## config.mk

```make
export PLATFORM = sky130hd
export DESIGN_NAME = osc_pulse_guard
export DESIGN_NICKNAME = d
export VERILOG_FILES = /design/src/rtl/opg_pkg.sv /design/src/rtl/opg_edge_sync.sv /design/src/rtl/opg_pulse_check.sv /design/src/rtl/opg_rst_seq.sv /design/src/rtl/opg_fault_log.sv /design/src/rtl/osc_pulse_guard.sv
export SDC_FILE = /design/constraint.sdc
export NUM_CORES = 1
export LEC_CHECK = 0
export BUFFER_PORTS_ARGS = -buffer_cell sky130_fd_sc_hd__buf_4
export CAP_MARGIN = 20
export CELL_PAD_IN_SITES_DETAIL_PLACEMENT = 1
export CELL_PAD_IN_SITES_GLOBAL_PLACEMENT = 1
export CORE_UTILIZATION = 36
export CTS_BUF_LIST = sky130_fd_sc_hd__clkbuf_8
export DETAILED_ROUTE_END_ITERATION = 7
export GPL_ROUTABILITY_DRIVEN = 0
export PLACE_DENSITY = 0.79
export SYNTH_ARGS = -nofsm -noshare
export SYNTH_HDL_FRONTEND = slang
export SYNTH_SLANG_ARGS = --single-unit
```

## constraint.sdc

```tcl
create_clock -name clk -period 3.3 [get_ports clk]
set_input_delay 0.165 -clock clk [delete_from_list [all_inputs] [get_ports clk]]
set_output_delay 0.165 -clock clk [all_outputs]
set_load 0.05 [all_outputs]
```

## src/rtl/opg_pkg.sv

```systemverilog
// Package: types shared by the pulse guard modules.
// Assumes nothing beyond IEEE 1800-2017.
package opg_pkg;

    // Recovery sequencer states, in release order.
    typedef enum logic [1:0] {
        SEQ_HOLD    = 2'd0,
        SEQ_BIAS_UP = 2'd1,
        SEQ_CHG_UP  = 2'd2,
        SEQ_RUN     = 2'd3
    } seq_state_t;

endpackage

```

## src/rtl/opg_edge_sync.sv

```systemverilog
// opg_edge_sync: brings an asynchronous level into the clk domain through
// STAGES flops and emits a one-cycle strobe on the chosen edge.
// Assumes the level stays stable for at least two clk periods per phase.
module opg_edge_sync #(
    parameter int STAGES      = 2,
    parameter bit DETECT_FALL = 1'b0
) (
    input  logic clk,
    input  logic rst_n,
    input  logic d_i,
    output logic edge_o
);

    logic [STAGES-1:0] sync_q;
    logic              last_q;

    // Purpose: shift the raw level through the synchronizer chain.
    always_ff @(posedge clk) begin
        if (!rst_n) begin
            sync_q <= '0;
            last_q <= 1'b0;
        end else begin
            sync_q <= {sync_q[STAGES-2:0], d_i};
            last_q <= sync_q[STAGES-1];
        end
    end

    // Purpose: pick the rising or falling variant of the edge strobe.
    generate
        if (DETECT_FALL) begin : g_fall
            assign edge_o = last_q & ~sync_q[STAGES-1];
        end else begin : g_rise
            assign edge_o = ~last_q & sync_q[STAGES-1];
        end
    endgenerate

endmodule

```

## src/rtl/opg_pulse_check.sv

```systemverilog
// opg_pulse_check: halves one comparator pulse train and inspects the halved
// level at each oscillator falling edge; a low level flags a lost pulse.
// Assumes cmp_rise_i and osc_fall_i never coincide in one cycle.
module opg_pulse_check (
    input  logic clk,
    input  logic rst_n,
    input  logic en_i,
    input  logic cmp_rise_i,
    input  logic osc_fall_i,
    output logic fault_o
);

    logic half_q;

    // Purpose: toggle on each comparator pulse, cleared while detection is off.
    always_ff @(posedge clk) begin
        if (!rst_n || !en_i) begin
            half_q <= 1'b0;
        end else if (cmp_rise_i) begin
            half_q <= ~half_q;
        end
    end

    // Purpose: the inspection at the inverted oscillator clock edge.
    assign fault_o = en_i & osc_fall_i & ~half_q;

    // once detection switches off, the halving stage is cleared next cycle.
    a_r6_half_cleared: assert property (@(posedge clk) disable iff (!rst_n)
        !en_i |=> !half_q);

endmodule

```

## src/rtl/opg_rst_seq.sv

```systemverilog
// opg_rst_seq: holds the three oscillator resets after a fault and releases
// them in order, bias first and clock last.
// Assumes hold_len_i is stable while a hold is in progress.
module opg_rst_seq
    import opg_pkg::*;
#(
    parameter int HOLD_W     = 8,
    parameter int GAP_CYCLES = 4
) (
    input  logic              clk,
    input  logic              rst_n,
    input  logic              fault_i,
    input  logic [HOLD_W-1:0] hold_len_i,
    output logic              rst_bias_n_o,
    output logic              rst_chg_n_o,
    output logic              rst_clk_n_o,
    output logic              run_o
);

    localparam int GAP_W = $clog2(GAP_CYCLES + 1);
    localparam int CW    = (HOLD_W > GAP_W) ? HOLD_W : GAP_W;
    localparam logic [CW-1:0] GAP_LAST = CW'(GAP_CYCLES - 1);

    seq_state_t  state_q;
    logic [CW-1:0] cnt_q;
    logic [CW-1:0] hold_ext;

    // Purpose: a hold length of zero is treated as one cycle.
    always_comb begin
        hold_ext = CW'(hold_len_i);
        if (hold_len_i == '0) begin
            hold_ext = CW'(1);
        end
    end

    // Purpose: state and shared step counter of the recovery sequence.
    always_ff @(posedge clk) begin
        if (!rst_n) begin
            state_q <= SEQ_HOLD;
            cnt_q   <= '0;
        end else begin
            case (state_q)
                SEQ_RUN: begin
                    if (fault_i) begin
                        state_q <= SEQ_HOLD;
                        cnt_q   <= '0;
                    end
                end
                SEQ_HOLD: begin
                    if (cnt_q >= hold_ext - CW'(1)) begin
                        state_q <= SEQ_BIAS_UP;
                        cnt_q   <= '0;
                    end else begin
                        cnt_q <= cnt_q + CW'(1);
                    end
                end
                SEQ_BIAS_UP: begin
                    if (cnt_q == GAP_LAST) begin
                        state_q <= SEQ_CHG_UP;
                        cnt_q   <= '0;
                    end else begin
                        cnt_q <= cnt_q + CW'(1);
                    end
                end
                SEQ_CHG_UP: begin
                    if (cnt_q == GAP_LAST) begin
                        state_q <= SEQ_RUN;
                        cnt_q   <= '0;
                    end else begin
                        cnt_q <= cnt_q + CW'(1);
                    end
                end
                default: begin
                    state_q <= SEQ_HOLD;
                    cnt_q   <= '0;
                end
            endcase
        end
    end

    // Purpose: decode the staged reset outputs from the sequencer state.
    assign rst_bias_n_o = (state_q != SEQ_HOLD);
    assign rst_chg_n_o  = (state_q == SEQ_CHG_UP) || (state_q == SEQ_RUN);
    assign rst_clk_n_o  = (state_q == SEQ_RUN);
    assign run_o        = rst_clk_n_o;

    // Purpose: checker-only count of consecutive cycles with bias reset low.
    logic [CW:0] low_run_q;
    always_ff @(posedge clk) begin
        if (!rst_n || rst_bias_n_o) begin
            low_run_q <= '0;
        end else if (low_run_q != '1) begin
            low_run_q <= low_run_q + 1'b1;
        end
    end

    a_r3_fault_drops_all: assert property (@(posedge clk) disable iff (!rst_n)
        (run_o && fault_i) |=> (!rst_bias_n_o && !rst_chg_n_o && !rst_clk_n_o));
    a_r4_hold_min: assert property (@(posedge clk) disable iff (!rst_n)
        $rose(rst_bias_n_o) |-> (low_run_q >= {1'b0, hold_ext}));
    a_r5_chg_after_bias: assert property (@(posedge clk) disable iff (!rst_n)
        $rose(rst_chg_n_o) |-> $past(rst_bias_n_o));
    a_r5_clk_after_chg: assert property (@(posedge clk) disable iff (!rst_n)
        $rose(rst_clk_n_o) |-> $past(rst_chg_n_o));

endmodule

```

## src/rtl/opg_fault_log.sv

```systemverilog
// opg_fault_log: sticky per-comparator fault flags and a saturating count of
// fault events for the trim sequencer.
// Assumes fault_vec_i is already gated to the running state.
module opg_fault_log #(
    parameter int NUM_CMP = 2,
    parameter int CNT_W   = 4
) (
    input  logic               clk,
    input  logic               rst_n,
    input  logic [NUM_CMP-1:0] fault_vec_i,
    output logic [NUM_CMP-1:0] fault_seen_o,
    output logic [CNT_W-1:0]   fault_count_o
);

    localparam logic [CNT_W-1:0] CNT_MAX = {CNT_W{1'b1}};

    // Purpose: accumulate sticky flags and count events up to saturation.
    always_ff @(posedge clk) begin
        if (!rst_n) begin
            fault_seen_o  <= '0;
            fault_count_o <= '0;
        end else begin
            fault_seen_o <= fault_seen_o | fault_vec_i;
            if ((|fault_vec_i) && (fault_count_o != CNT_MAX)) begin
                fault_count_o <= fault_count_o + 1'b1;
            end
        end
    end

    a_r7_sticky: assert property (@(posedge clk) disable iff (!rst_n)
        (fault_seen_o & $past(fault_seen_o)) == $past(fault_seen_o));
    a_r8_monotonic: assert property (@(posedge clk) disable iff (!rst_n)
        fault_count_o >= $past(fault_count_o));
    a_r8_saturate: assert property (@(posedge clk) disable iff (!rst_n)
        (fault_count_o == CNT_MAX) |=> (fault_count_o == CNT_MAX));

endmodule

```

## src/rtl/osc_pulse_guard.sv

```systemverilog
// osc_pulse_guard: top of the two-phase oscillator pulse-count guard.
// Oversamples the oscillator clock and comparator outputs in the clk domain,
// detects a lost comparator pulse, and sequences the recovery resets.
// Assumes clk is fast enough that every input phase spans two clk periods.
module osc_pulse_guard #(
    parameter int NUM_CMP     = 2,
    parameter int SYNC_STAGES = 2,
    parameter int HOLD_W      = 8,
    parameter int GAP_CYCLES  = 4,
    parameter int CNT_W       = 4
) (
    input  logic               clk,
    input  logic               rst_n,
    input  logic               osc_clk_i,
    input  logic [NUM_CMP-1:0] cmp_i,
    input  logic [HOLD_W-1:0]  hold_len_i,
    output logic               rst_bias_n_o,
    output logic               rst_chg_n_o,
    output logic               rst_clk_n_o,
    output logic [NUM_CMP-1:0] fault_seen_o,
    output logic [CNT_W-1:0]   fault_count_o
);

    logic               osc_fall;
    logic [NUM_CMP-1:0] cmp_rise;
    logic [NUM_CMP-1:0] fault_vec;
    logic               run;

    // Purpose: falling-edge strobe of the oscillator clock.
    opg_edge_sync #(.STAGES(SYNC_STAGES), .DETECT_FALL(1'b1)) osc_sync_i (
        .clk    (clk),
        .rst_n  (rst_n),
        .d_i    (osc_clk_i),
        .edge_o (osc_fall)
    );

    // Purpose: one synchronizer and pulse checker per comparator.
    generate
        for (genvar g = 0; g < NUM_CMP; g++) begin : g_cmp
            opg_edge_sync #(.STAGES(SYNC_STAGES), .DETECT_FALL(1'b0)) cmp_sync_i (
                .clk    (clk),
                .rst_n  (rst_n),
                .d_i    (cmp_i[g]),
                .edge_o (cmp_rise[g])
            );
            opg_pulse_check chk_i (
                .clk        (clk),
                .rst_n      (rst_n),
                .en_i       (run),
                .cmp_rise_i (cmp_rise[g]),
                .osc_fall_i (osc_fall),
                .fault_o    (fault_vec[g])
            );
        end
    endgenerate

    opg_rst_seq #(.HOLD_W(HOLD_W), .GAP_CYCLES(GAP_CYCLES)) seq_i (
        .clk          (clk),
        .rst_n        (rst_n),
        .fault_i      (|fault_vec),
        .hold_len_i   (hold_len_i),
        .rst_bias_n_o (rst_bias_n_o),
        .rst_chg_n_o  (rst_chg_n_o),
        .rst_clk_n_o  (rst_clk_n_o),
        .run_o        (run)
    );

    opg_fault_log #(.NUM_CMP(NUM_CMP), .CNT_W(CNT_W)) log_i (
        .clk           (clk),
        .rst_n         (rst_n),
        .fault_vec_i   (fault_vec),
        .fault_seen_o  (fault_seen_o),
        .fault_count_o (fault_count_o)
    );

    // a checker only reports while the oscillator is fully released.
    a_r6_fault_only_running: assert property (@(posedge clk) disable iff (!rst_n)
        (|fault_vec) |-> rst_clk_n_o);

endmodule

```

==> impl_metrics.csv <==
group,metric,value,unit
grt,grt_usage,17.28,%
pwr,p_clk_share,24.3,%
drt,via_per_inst,5.332,
pwr,vdd_drop_max,203.7,uV
clock_network,numCtsBuffers,3,
drt,ant_nets,0,
timing,fmax,363.8,MHz
timing,fin_tns_setup,0,ns
logic_synthesis,synthTopCellsByArea,"dfxtp_1, ha_1, and2_1, xnor2_1, xor2_1",
critical_path,r2r_end,"seq_i.cnt_q[0]$_SDFFE_PN0N_",
die,io_pins,22,
logic_synthesis,netlist.area_leader.share,36.55,%
logic_synthesis,async_flop_share,0,%
worst_hold_path,hold_end,"osc_sync_i.sync_q[0]$_SDFF_PN0_",
die,core_area,0.003799,mm^2
critical_path,r2r_start,"seq_i.cnt_q[1]$_SDFFE_PN0N_",
drt,drtIter0Drc,56,
job,drv_cap,0,
logic_synthesis,synth-seq-area-share,36.55,%
clock_network,path_clk_slew,0.10,ns
clock_network,clockRootBuffer,"clkbuf_8",
finish,fill_cells,444,
die,dieArea,0.004369,mm^2
critical_path,r2r_slack,1.36,ns
logic_synthesis,yosysWarningCount,0,
clock_network,cts.sinks,27,
timing,period_share,83.29,%
grt,grt_start_max_net_pins,22,
pwr,powerDensity,468.8,mW/mm^2
logic_synthesis,syn_area,0.001479,mm^2
finish,final_nets,211,
clock_network,clockBufferDepth,2,
drt,finalWirelength,3421,um
timing,slew_headroom,71.64,%
timing,slew_viol_final,0,
critical_path,worstRegToRegCells,6,
logic_synthesis,avgSynthCellArea,9.360,um^2
critical_path,critPathRequiredTime,3.49,ns
finish,antenna_cells,0,
grt,grt_pass1_vias,1278,
critical_path,path_class,"in -> reg",
pwr,seq_power_share,46.8,%
grt,grt_pass1_wl,5844,um
worst_hold_path,holdPathStages,2,
pwr,power_switching_share,33.77,%
logic_synthesis,syn_inst,158,
pwr,p_comb_share,28.9,%
run_status,status,"finished clean",
pwr,power_switching,0.0002742,W
logic_synthesis,synth-main-ff-cell,"dfxtp_1",
logic_synthesis,synth_common_cells,"dfxtp_1, ha_1, and2_1, nand2_1, nor2_1",
logic_synthesis,synth_top_area_cell,"dfxtp_1",
timing,rsz0062_at_grt,"false",
die,die_w,66.10,um
die,fp.dieH,66.10,um
worst_hold_path,hold_start,"osc_clk_i",
finish,seq_area,540.5,um^2
grt,antenna_found_initial,0,
logic_synthesis,ys_types,41,
clock_network,holdBufCountCts,0,
drt,vias,1221,
drt,first_pass_iters,4,
logic_synthesis,synth_edf_count,0,
finish,final_layout_size_suffix_gt1_share,19.89,%
finish,syn_to_final_growth,17.09,%
finish,final_cells,229,
placed_design,numPlacedInstances,225,
placed_design,port_buffers,21,
die,start_util,38.93,%
clock_network,htree_levels,1,
clock_network,cts_setup_buffers,0,
critical_path,worst-path-max-fanout,8,
pwr,cellLeakagePower,0.7492,nW
timing,fin_skew,0.004547,ns
clock_network,clock_latency,0.28,ns
timing,setup_viol_count_final,0,
finish,multi_input_area,889.6,um^2
drt,wl_per_cell,14.94,um
critical_path,startpoint_type,"input port",
timing,worst_pin_slew,0.4199,ns
worst_hold_path,hp-class,"in -> reg",
logic_synthesis,synth_most_common_cell,"dfxtp_1",
clock_network,ctsResizeCount,0,
grt,grt_remaining_overflow,0,
pwr,fin_total_pwr,0.0008119,W
logic_synthesis,ys_ff_latch,27,
timing,finalHoldViolations,0,
logic_synthesis,synth_nets,187,
critical_path,cp.arrival,2.94,ns
timing,finalCriticalPeriod,2.749,ns
placed_design,dp_hpwl,2799,um
die,fp-row-count,22,
drt,drc,0,
clock_network,cts_tree,"built",
pwr,power.internal,0.0005377,W
critical_path,cp-end-kind,"flip-flop",
-- power groups by stage --
stage               Sequential, W  Combinational (W)  Clock [W]
floorplan                0.000378           0.000174          0
global placement         0.000387           0.000225          0
detailed placement       0.000389           0.000237          0
CTS                      0.000381           0.000238   0.000206
global route             0.000386           0.000258   0.000216
finish                   0.000380           0.000235   0.000197
-- flip-flops by register name (all words and copies together), names as in the netlist --
name and flops:
g_cmp.chk_i.half_q 2, osc_sync_i.last_q 1, osc_sync_i.sync_q 2, log_i.fault_seen_o 2, seq_i.cnt_q 8, seq_i.state_q 2, log_i.fault_count_o 4, g_cmp.cmp_sync_i.sync_q 4
g_cmp.cmp_sync_i.last_q 2
-- cell type report --
class,instances,area share [%]
Clock inverter,1,0.5058
Clock buffer,3,2.384
Multi-Input combinational cell,121,51.37
Timing Repair Buffer,22,9.538
Sequential cell,27,31.21
Tap cell,48,3.468
Inverter,7,1.517
-- worst max path at each step --
stage,start,endpoint,slack (ns)
floorplan,hold_len_i[3],seq_i.state_q[0]$_SDFFE_PN0P_,0.75
global placement,hold_len_i[3],seq_i.state_q[1]$_SDFFE_PN0P_,0.47
detailed placement,hold_len_i[3],seq_i.cnt_q[7]$_SDFFE_PN0N_,0.27
CTS,hold_len_i[3],seq_i.cnt_q[7]$_SDFFE_PN0N_,0.56
global route,hold_len_i[3],seq_i.cnt_q[7]$_SDFFE_PN0N_,0.36
finish,hold_len_i[3],seq_i.cnt_q[7]$_SDFFE_PN0N_,0.55
-- routing by layer --
| metal | global-route usage (%) | vias to the layer above | part of all wire, % | routed length [um] |
|---|---|---|---|---|
| met5 | 0 | - | 0 | 0 |
| met1 | 19.79 | 595 | 41 | 1417 |
| met2 | 32.14 | 21 | 54 | 1846 |
| met4 | 3.723 | 0 | 1.7 | 59 |
| met3 | 3.966 | 11 | 2.9 | 98 |
| li1 | - | 594 | - | - |
-- cells by family after synthesis --
family,synth area share [%]
AOI/OAI and AO/OA,8.883
xor gates and xnor gates,8.884
and+or+nand+nor,25.47
adders and majority gates,13.54
DFF,36.55
buffers and inverters,3.300
muxes,3.384
-- layout by cell type (no fill, tap or decap), types with 2 or more instances in the layout --
master	count
dfxtp_1	27
buf_4	22
ha_1	16
nand2_1	12
and2_1	12
nor2_1	11
xnor2_1	8
nor3_1	8
inv_1	7
xor2_1	7
nand4_1	6
mux2i_1	5
nor2b_1	4
o21ai_0	3
clkbuf_8	3
o21ai_1	2
nand3_1	2
a211oi_1	2
o21a_1	2
-- metrics by stage --
step / setup WS, ns / hold WS [ns] / area, um^2 / utilization [%]
floorplan: 0.7510 / 0.2923 / 1479 / -
global placement: 0.4724 / 0.3753 / 1682 / 44.27
detailed placement: 0.2655 / 0.3790 / 1682 / 44.27
CTS: 0.5595 / 0.07855 / 1732 / 45.59
global route: 0.3596 / 0.07790 / 1732 / 45.59
finish: 0.5513 / 0.08802 / 1732 / 45.59
-- worst max-delay path, cell delays in order --
cell and delay [ns]:
buf_4 0.13, or4_1 0.57, nor3_1 0.28, a21oi_1 0.16, ha_1 0.24, inv_1 0.07, nor2_1 0.05, xnor2_1 0.12
ha_1 0.29, o21ai_0 0.15, nor2_1 0.08, nor3_2 0.26, a21oi_4 0.15, a211oi_1 0.24
Note: power is estimated with default switching activity, not from simulation.
